File: config.mk
export PLATFORM = sky130hd
export DESIGN_NAME = trace_ptr_unit
export DESIGN_NICKNAME = d
export VERILOG_FILES = /design/src/rtl/trace_ptr_pkg.sv /design/src/rtl/trace_ptr_ctrl.sv /design/src/rtl/trace_ptr_dpath.sv /design/src/rtl/trace_ptr_unit.sv
export SDC_FILE = /design/constraint.sdc
export NUM_CORES = 1
export LEC_CHECK = 0
export ABC_AREA = 0
export BUFFER_PORTS_ARGS = -buffer_cell sky130_fd_sc_hd__buf_2
export CORE_MARGIN = 4
export CORE_UTILIZATION = 59
export CTS_BUF_LIST = sky130_fd_sc_hd__clkbuf_4 sky130_fd_sc_hd__clkbuf_8
export DETAILED_ROUTE_END_ITERATION = 8
export PLACE_DENSITY_LB_ADDON = 0.15
export SETUP_SLACK_MARGIN = 0.15
export SLEW_MARGIN = 20
export SYNTH_ARGS = -nofsm -noshare
export SYNTH_HDL_FRONTEND = slang
export SYNTH_SLANG_ARGS = --single-unit
File: constraint.sdc
create_clock -name clk -period 12.8 [get_ports clk]
set_input_delay 2.56 -clock clk [delete_from_list [all_inputs] [get_ports clk]]
set_output_delay 2.56 -clock clk [all_outputs]
set_load 0.005 [all_outputs]
File: src/rtl/trace_ptr_pkg.sv
package trace_ptr_pkg;

  // strobes from the control unit to the storage datapath
  typedef struct packed {
    logic wrEn;      // store wrData at wrAddr this cycle
    logic entryDisc; // discontinuity mark for a write; pending mark for a read
    logic rdEn;      // serve one register read this cycle
    logic rdHigh;    // the served read returns the high word
    logic rdHit;     // the served read refers to a valid entry
  } ctlStrobes_t;

  // interrupt level select encodings
  localparam logic [1:0] THR_OFF  = 2'd0;
  localparam logic [1:0] THR_HALF = 2'd1;
  localparam logic [1:0] THR_3Q   = 2'd2;
  localparam logic [1:0] THR_FULL = 2'd3;

endpackage

File: src/rtl/trace_ptr_ctrl.sv
module trace_ptr_ctrl
  import trace_ptr_pkg::*;
#(
  parameter int DEPTH = 16,
  localparam int AW = $clog2(DEPTH),
  localparam int PW = AW + 1
) (
  input  logic          clk,
  input  logic          rstN,
  input  logic          traceEn,
  input  logic          wrReq,
  input  logic          rdReq,
  input  logic [1:0]    thrSel,
  output ctlStrobes_t   stb,
  output logic [AW-1:0] wrAddr,
  output logic [AW-1:0] rdAddr,
  output logic [PW-1:0] occ,
  output logic          irq
);

  localparam logic [PW-1:0] LVL_HALF = PW'(DEPTH / 2);
  localparam logic [PW-1:0] LVL_3Q   = PW'((3 * DEPTH) / 4);
  localparam logic [PW-1:0] LVL_FULL = PW'(DEPTH);

  // pointers carry one extra wrap bit so full and empty differ
  logic [PW-1:0] wrPtr, rdPtr, occNext, level;
  logic traceEnQ, pendDisc, rdPendQ, highNext, lowEmptyQ;
  logic newTrace, full, empty, wrAccept, wrDrop, rdWant, rdServe, advance, irqNext;

  assign occ   = wrPtr - rdPtr;
  assign full  = (occ == LVL_FULL);
  assign empty = (occ == '0);

  assign newTrace = traceEn & ~traceEnQ;
  assign wrAccept = traceEn & wrReq & ~full & ~newTrace;
  assign wrDrop   = traceEn & wrReq & full & ~newTrace;
  assign rdWant   = rdReq | rdPendQ;
  assign rdServe  = rdWant & ~wrAccept & ~newTrace;
  // the pointer moves on the high half, unless the low half saw an empty store
  assign advance  = rdServe & highNext & ~lowEmptyQ;
  assign occNext  = occ + PW'(wrAccept) - PW'(advance);

  always_comb begin
    unique case (thrSel)
      THR_HALF: level = LVL_HALF;
      THR_3Q:   level = LVL_3Q;
      THR_FULL: level = LVL_FULL;
      default:  level = '0;
    endcase
  end

  // only a write can raise occupancy, so equality after a write is the upward crossing
  assign irqNext = (thrSel != THR_OFF) & wrAccept & (occNext == level);

  always_ff @(posedge clk or negedge rstN) begin
    if (!rstN) begin
      wrPtr     <= '0;
      rdPtr     <= '0;
      traceEnQ  <= 1'b0;
      pendDisc  <= 1'b0;
      rdPendQ   <= 1'b0;
      highNext  <= 1'b0;
      lowEmptyQ <= 1'b0;
      irq       <= 1'b0;
    end else begin
      traceEnQ <= traceEn;
      irq      <= irqNext;
      if (newTrace) begin
        wrPtr     <= '0;
        rdPtr     <= '0;
        pendDisc  <= 1'b0;
        rdPendQ   <= 1'b0;
        highNext  <= 1'b0;
        lowEmptyQ <= 1'b0;
      end else begin
        if (wrAccept) begin
          wrPtr    <= wrPtr + 1'b1;
          pendDisc <= 1'b0;
        end else if (wrDrop) begin
          pendDisc <= 1'b1;
        end
        if (advance) rdPtr <= rdPtr + 1'b1;
        rdPendQ <= rdWant & ~rdServe;
        if (rdServe) begin
          highNext <= ~highNext;
          if (!highNext) lowEmptyQ <= empty;
        end
      end
    end
  end

  assign stb.wrEn      = wrAccept;
  assign stb.entryDisc = pendDisc;
  assign stb.rdEn      = rdServe;
  assign stb.rdHigh    = highNext;
  assign stb.rdHit     = highNext ? ~lowEmptyQ : ~empty;

  assign wrAddr = wrPtr[AW-1:0];
  assign rdAddr = rdPtr[AW-1:0];

endmodule

File: src/rtl/trace_ptr_dpath.sv
module trace_ptr_dpath
  import trace_ptr_pkg::*;
#(
  parameter int DEPTH     = 16,
  parameter int PAYLOAD_W = 67,
  parameter int REG_W     = 64,
  localparam int AW       = $clog2(DEPTH),
  localparam int TOP_W    = PAYLOAD_W - REG_W
) (
  input  logic                 clk,
  input  logic                 rstN,
  input  ctlStrobes_t          stb,
  input  logic [AW-1:0]        wrAddr,
  input  logic [AW-1:0]        rdAddr,
  input  logic [PAYLOAD_W-1:0] wrData,
  output logic [REG_W-1:0]     rdData,
  output logic                 rdValid
);

  // stored entry: discontinuity bit above the payload; valid is derived at read time
  logic [PAYLOAD_W:0] mem [DEPTH];
  logic [PAYLOAD_W:0] entry;
  logic [REG_W-1:0]   loWord, hiWord;

  always_ff @(posedge clk) begin
    if (stb.wrEn) mem[wrAddr] <= {stb.entryDisc, wrData};
  end

  assign entry  = mem[rdAddr];
  assign loWord = stb.rdHit ? entry[REG_W-1:0] : '0;

  always_comb begin
    hiWord = '0;
    hiWord[TOP_W-1:0] = stb.rdHit ? entry[PAYLOAD_W-1:REG_W] : '0;
    hiWord[TOP_W]     = stb.rdHit;
    hiWord[TOP_W+1]   = stb.rdHit ? entry[PAYLOAD_W] : stb.entryDisc;
  end

  always_ff @(posedge clk or negedge rstN) begin
    if (!rstN) begin
      rdData  <= '0;
      rdValid <= 1'b0;
    end else begin
      rdValid <= stb.rdEn;
      if (stb.rdEn) rdData <= stb.rdHigh ? hiWord : loWord;
    end
  end

endmodule

File: src/rtl/trace_ptr_unit.sv
module trace_ptr_unit
  import trace_ptr_pkg::*;
#(
  parameter int DEPTH     = 16,
  parameter int PAYLOAD_W = 67,
  parameter int REG_W     = 64,
  localparam int AW       = $clog2(DEPTH),
  localparam int PW       = AW + 1
) (
  input  logic                 clk,
  input  logic                 rstN,
  input  logic                 traceEn,
  input  logic                 wrReq,
  input  logic [PAYLOAD_W-1:0] wrData,
  input  logic                 rdReq,
  output logic [REG_W-1:0]     rdData,
  output logic                 rdValid,
  input  logic [1:0]           thrSel,
  output logic                 irq
);

  ctlStrobes_t   stb;
  logic [AW-1:0] wrAddr, rdAddr;
  logic [PW-1:0] occ;

  trace_ptr_ctrl #(.DEPTH(DEPTH)) u_ctrl (
    .clk(clk), .rstN(rstN), .traceEn(traceEn), .wrReq(wrReq), .rdReq(rdReq),
    .thrSel(thrSel), .stb(stb), .wrAddr(wrAddr), .rdAddr(rdAddr), .occ(occ), .irq(irq)
  );

  trace_ptr_dpath #(.DEPTH(DEPTH), .PAYLOAD_W(PAYLOAD_W), .REG_W(REG_W)) u_dpath (
    .clk(clk), .rstN(rstN), .stb(stb), .wrAddr(wrAddr), .rdAddr(rdAddr),
    .wrData(wrData), .rdData(rdData), .rdValid(rdValid)
  );

endmodule

# Word level (Yosys, flattened, before mapping)
# Memories as Yosys holds them, arrays and structs flattened.
# Cells that the tools add are included.
# W data, S select, Z words.
# word_totals
regBits	81
ram_bits	1088
input_bits	74
output_inout_bits	66
wordCells	72
mem_count	1
# memory_table
name	depth	word_bits	rd	rd_ports_with_merged_regs	write_ports	line_no	text
u_dpath.mem	16	68	1	0	1	trace_ptr_dpath.sv:21	logic [PAYLOAD_W:0] mem [DEPTH];
# classes
n_addsub	5
eq_ne	6
muxes	21
n_bitwise	22
reduce_logical	7
# ops
op	n
$mux W64	2
$mux W5	4
$pmux W5 S3	1
$and A1 B1 Y1	13
$mux W1	13
$add A5 B1 Y5 const B	2
$not A1 Y1	8
$reduce_bool A2 Y1	4
$add A5 B1 Y5	1
$eq A5 B5 Y1	1
$eq A5 B5 Y1 const B	1
$logic_not A5 Y1	1
$sub A5 B1 Y5	1
$sub A5 B5 Y5	1
$eq A2 B2 Y1 const B	2
$mux W3	1
$reduce_bool A3 Y1	1
$eq A2 B1 Y1 const B	1
$ne A2 B2 Y1 const B	1
$reduce_and A2 Y1	1
$or A1 B1 Y1	1

# Logic depth before layout (Yosys ltp)
# depth
depth_word	13
mapped_depth	26
ltp_nobuf	23

# Hierarchy
# From an unflattened synthesis, not the netlist that was laid out.
# unflattened
hier_cells	1867
area_unflattened_um2	44667.8
# modules_own_cells
module	n_inst	cells_each	area_per_inst_um2	seq_area_each_um2
trace_ptr_dpath	1	1715	43282.8	34297.9
trace_ptr_ctrl	1	152	1385.1	400.4

# Least setup slack after synthesis
# OpenSTA, ideal clock, no wires.
# synth_path
path_type	in2reg
start	in wrReq
end	mem u_dpath.mem[0][0] (netlist name) (enable)
setup_ps	578
arrival_time_ps	7883
required_ps	12222
setup_slack_ps	4339
cell_stages	7
path_buffers	1
cell_sequence	nand2_1 > nor3_4 > nand2_4 > inv_2 > buf_4 > nand2_1 > nor3_1
# synth_between
elab_chain_cells	5
# synth_rtl
element	line_no	text
start, declared	trace_ptr_unit.sv:13	input logic wrReq,
$and A1 B1 Y1 (3 in series)	trace_ptr_ctrl.sv:35	assign wrAccept = traceEn & wrReq & ~full & ~newTrace;
$mux W1	trace_ptr_dpath.sv:26	if (stb.wrEn) mem[wrAddr] <= {stb.entryDisc, wrData};
$mux W1 (not written as such)	trace_ptr_dpath.sv:26	
end, declared	trace_ptr_dpath.sv:21	
# Every way passes these cells.

# Worst setup path after layout
# layout_path
start	reg u_ctrl.rdPtr[1]
end	mem u_dpath.mem[11][4] (netlist name) (enable)
# layout_between
elab_chain_cells	7
# layout_rtl
element	line_no	text
start, declared	trace_ptr_ctrl.sv:26	logic [PW-1:0] wrPtr, rdPtr, occNext, level;
start signal, assigned	trace_ptr_ctrl.sv:82	if (advance) rdPtr <= rdPtr + 1'b1;
$sub A5 B5 Y5	trace_ptr_ctrl.sv:30	assign occ = wrPtr - rdPtr;
$eq A5 B5 Y1	trace_ptr_ctrl.sv:31	assign full = (occ == LVL_FULL);
$not A1 Y1	trace_ptr_ctrl.sv:35	
$and A1 B1 Y1 (2 in series)	trace_ptr_ctrl.sv:35	
$mux W1	trace_ptr_dpath.sv:26	
$mux W1 (not written as such)	trace_ptr_dpath.sv:26	
# Every way passes these cells.

==> key figures <==
Run status
  – Status: finished clean

Synth
  – Avg Cell Area, Syn: 22.4 um2
  – Synth top area cells: edfxtp_1 73%, mux4_2 16%, dfrtp_1 4.5%
  – #FFs+latches synth: 1,169
  – Sequential fraction of the synthesis area: 77.6%
  – Area leader, netlist: edfxtp_1
  – Most numerous cell in the Yosys netlist: edfxtp_1
  – Post-synth EDFFs: 1,088
  – Share of Yosys cell area claimed by the top area cell type: 73.1%
  – Post-Syn Instances: 1,999
  – Ys Warns: 0
  – Top cells by count, synth: 1,088 x edfxtp_1, 323 x mux4_2, 85 x nand2_1
  – Synthesized cell area: 44,700 um2
  – Synth Flop Type: edfxtp_1
  – Syn_nets: 2,093
  – Post-synth ARST share: 6.93%
  – Distinct cell type count after synthesis: 49

Timing
  – Final Cycle Share: 46.7%
  – Final setup viols: 0
  – Worst-margin pin slew: 1100 ps
  – Min Clock Period, post-route: 5970 ps
  – Clk_skew: 36.6 ps
  – Slack of the critical path: 6830 ps
  – Hold slack: 477 ps
  – Hold Fails Final Rpt: 0
  – Final TNS setup: 0 ps
  – Fmax: 0.167 GHz
  – RSZ-0062 raised after global routing: no
  – Max Slew Vio Count: 0
  – Slew HR: 26.4%

Global route
  – First-pass GRT wire length: 141,000 um
  – Number of global-route vias before repair: 22.1k
  – Pin count of the biggest net entering global routing: 134
  – Gr ovfl total: 0
  – Initial antenna violation count: 9
  – GRT Util Overall: 23.6%

Final layout
  – Fin util: 67.2%
  – Cell area after layout: 50,300 um2
  – Area delta synth->final: 12.4%
  – Post-route insts no fill: 3,377
  – Nets: 2,353
  – Filler cell count: 4,781
  – Layout cells sized above 1: 34.1%

Clock network
  – # Post-CTS Setup Buffers: 0
  – Num CTS Buffers: 182
  – Hold buffers post-CTS: 0
  – Bufs on Longest Clock Path: 3
  – Clk root buf: clkbuf_8
  – CTS tree: yes
  – H-tree levels: 4
  – Clock transition at path regs: 60 ps
  – # clock sinks: 1,169
  – # resized after CTS: 0
  – Worst-skew pair later-pin latency: 800 ps

Floorplanning
  – Core area: 74,800 um2
  – Initial Utilization: 59.8%
  – Horiz. Die Dim: 283 um
  – I/O pin total: 140
  – Die Ht: 283 um
  – Cell Rows: 100
  – Die area: 80,300 um2

Route
  – Antenna Nets Post-Route: 0
  – Routed wire per std cell: 27.3 um
  – Total number of vias: 20.9k
  – DR iter-0 viols: 2,019
  – Routed WL: 92,300 um
  – DRC errors left: 0
  – Vias per cell: 6.18
  – Router iterations before antenna repair: 5

Power
  – Pwr/cell area: 182 nW/um2
  – Peak VDD IR: 0.0933 mV
  – Pwr Total: 9.14 mW
  – Static leakage: 16.5 nW

Worst setup path
  – Critical Path RT: 13,200 ps
  – Worst Path Max Fanout: 58
  – WP data arrival: 6370 ps
  – CP Launch Type: flop
  – Crit path kind: reg -> reg
  – Critical Path End Type: flop

Min path
  – Hold Path Class: reg -> reg

Job
  – Max Cap Violations: 0

Place
  – Setup WS pre-CTS: 6580 ps
  – DP Wirelength: 49,400 um
  – Port bufs: 139
  – Placed inst area: 46,600 um2
  – Dpl cells: 3,041
  – Gpl congestion: 0.765
## cells by family after synthesis
kind of cell	count (synthesis)	synth area share [%]
adders and majority gates	20	0.593
AOI/OAI and AO/OA	108	1.39
DFF	1169	77.6
muxes	336	16.6
and+or+nand+nor	178	1.85
xor gates and xnor gates	15	0.294
buffers and inverters	173	1.71
## area by class of cell
| type | instances | area (um2) | share of cell area [%] |
|---|---|---|---|
| Tap cell | 969 | 1210 | 2.41 |
| Timing Repair Buffer | 175 | 1050 | 2.10 |
| Multi-Input combinational cell | 657 | 9370 | 18.7 |
| Clock buffer | 268 | 3260 | 6.48 |
| Sequential cell | 1169 | 34700 | 69.1 |
| Antenna cell | 3 | 7.51 | 0.0149 |
| Inverter | 74 | 280 | 0.558 |
| Clock inverter | 62 | 358 | 0.712 |
## state kept, by name, indices dropped and copies added, names as in the netlist
| signal | flops |
|---|---|
| u_dpath.mem | 1088 |
| u_dpath.rdData | 64 |
| u_ctrl.rdPtr | 5 |
| u_ctrl.wrPtr | 5 |
| u_ctrl.highNext | 1 |
| u_ctrl.irq | 1 |
| u_ctrl.lowEmptyQ | 1 |
| u_ctrl.pendDisc | 1 |
| u_ctrl.rdPendQ | 1 |
| u_ctrl.traceEnQ | 1 |
| u_dpath.rdValid | 1 |
## per-layer routing
metal,vias to the layer above,GRT usage (%),wire [um]
li1,8806,-,-
met1,11100,34.9,39100
met4,6,5.89,1360
met3,123,4.98,6530
met2,788,37.1,45300
met5,-,0,35
## final timing paths
path | endpoint | cells past startpoint | slack (ps) | startpoint
setup / recovery | u_dpath.mem[11][4]$_DFFE_PP_ | 12 | 6830 | u_ctrl.rdPtr[1]$_DFFE_PN0P_
hold / removal | u_dpath.rdData[38]$_DFFE_PN0P_ | 2 | 480 | u_dpath.rdData[38]$_DFFE_PN0P_
setup reg to reg | u_dpath.mem[11][4]$_DFFE_PP_ | 12 | 6830 | u_ctrl.rdPtr[1]$_DFFE_PN0P_
hold reg to reg | u_dpath.rdData[38]$_DFFE_PN0P_ | 2 | 480 | u_dpath.rdData[38]$_DFFE_PN0P_
max in group asynchronous | u_ctrl.rdPtr[2]$_DFFE_PN0P_ | 2 | 9850 | rstN
min in group asynchronous | u_dpath.rdData[38]$_DFFE_PN0P_ | 1 | 1750 | rstN
## critical path: stages, from the launching register on
cell and delay [ps]:
dfrtp_4 1050, clkinv_1 550, ha_1 430, a21o_1 180, a21oi_1 170, xor2_1 140
ha_1 220, nand3b_1 140, and4b_4 230, nor3_4 360, nand3_1 400, nor2_4 890
buf_4 760
## placed cells by master, fill, tap and decap left out, drive strengths merged, types with 3 or more instances in the layout
cell type / count
a211oi: 11
a21oi: 12
a22o: 3
a22oi: 4
a31oi: 3
buf: 175
clkbuf: 268
clkinv: 52
clkinvlp: 4
dfrtp: 81
diode: 3
edfxtp: 1088
ha: 18
inv: 79
mux2: 3
mux2i: 10
mux4: 323
nand2: 86
nand2b: 6
nand3: 7
nand4: 5
nor2: 33
nor2b: 12
nor3: 13
nor4: 6
o21ai: 67
or3: 3
xnor2: 11
xor2: 4
## power by group
| group | internal [mW] | switching (mW) |
|---|---|---|
| clock | 1.65 | 1.39 |
| combinational | 0.841 | 0.805 |
| sequential | 4.33 | 0.123 |
| total | 6.82 | 2.32 |
No activity file was read; power rests on OpenSTA's default activity.
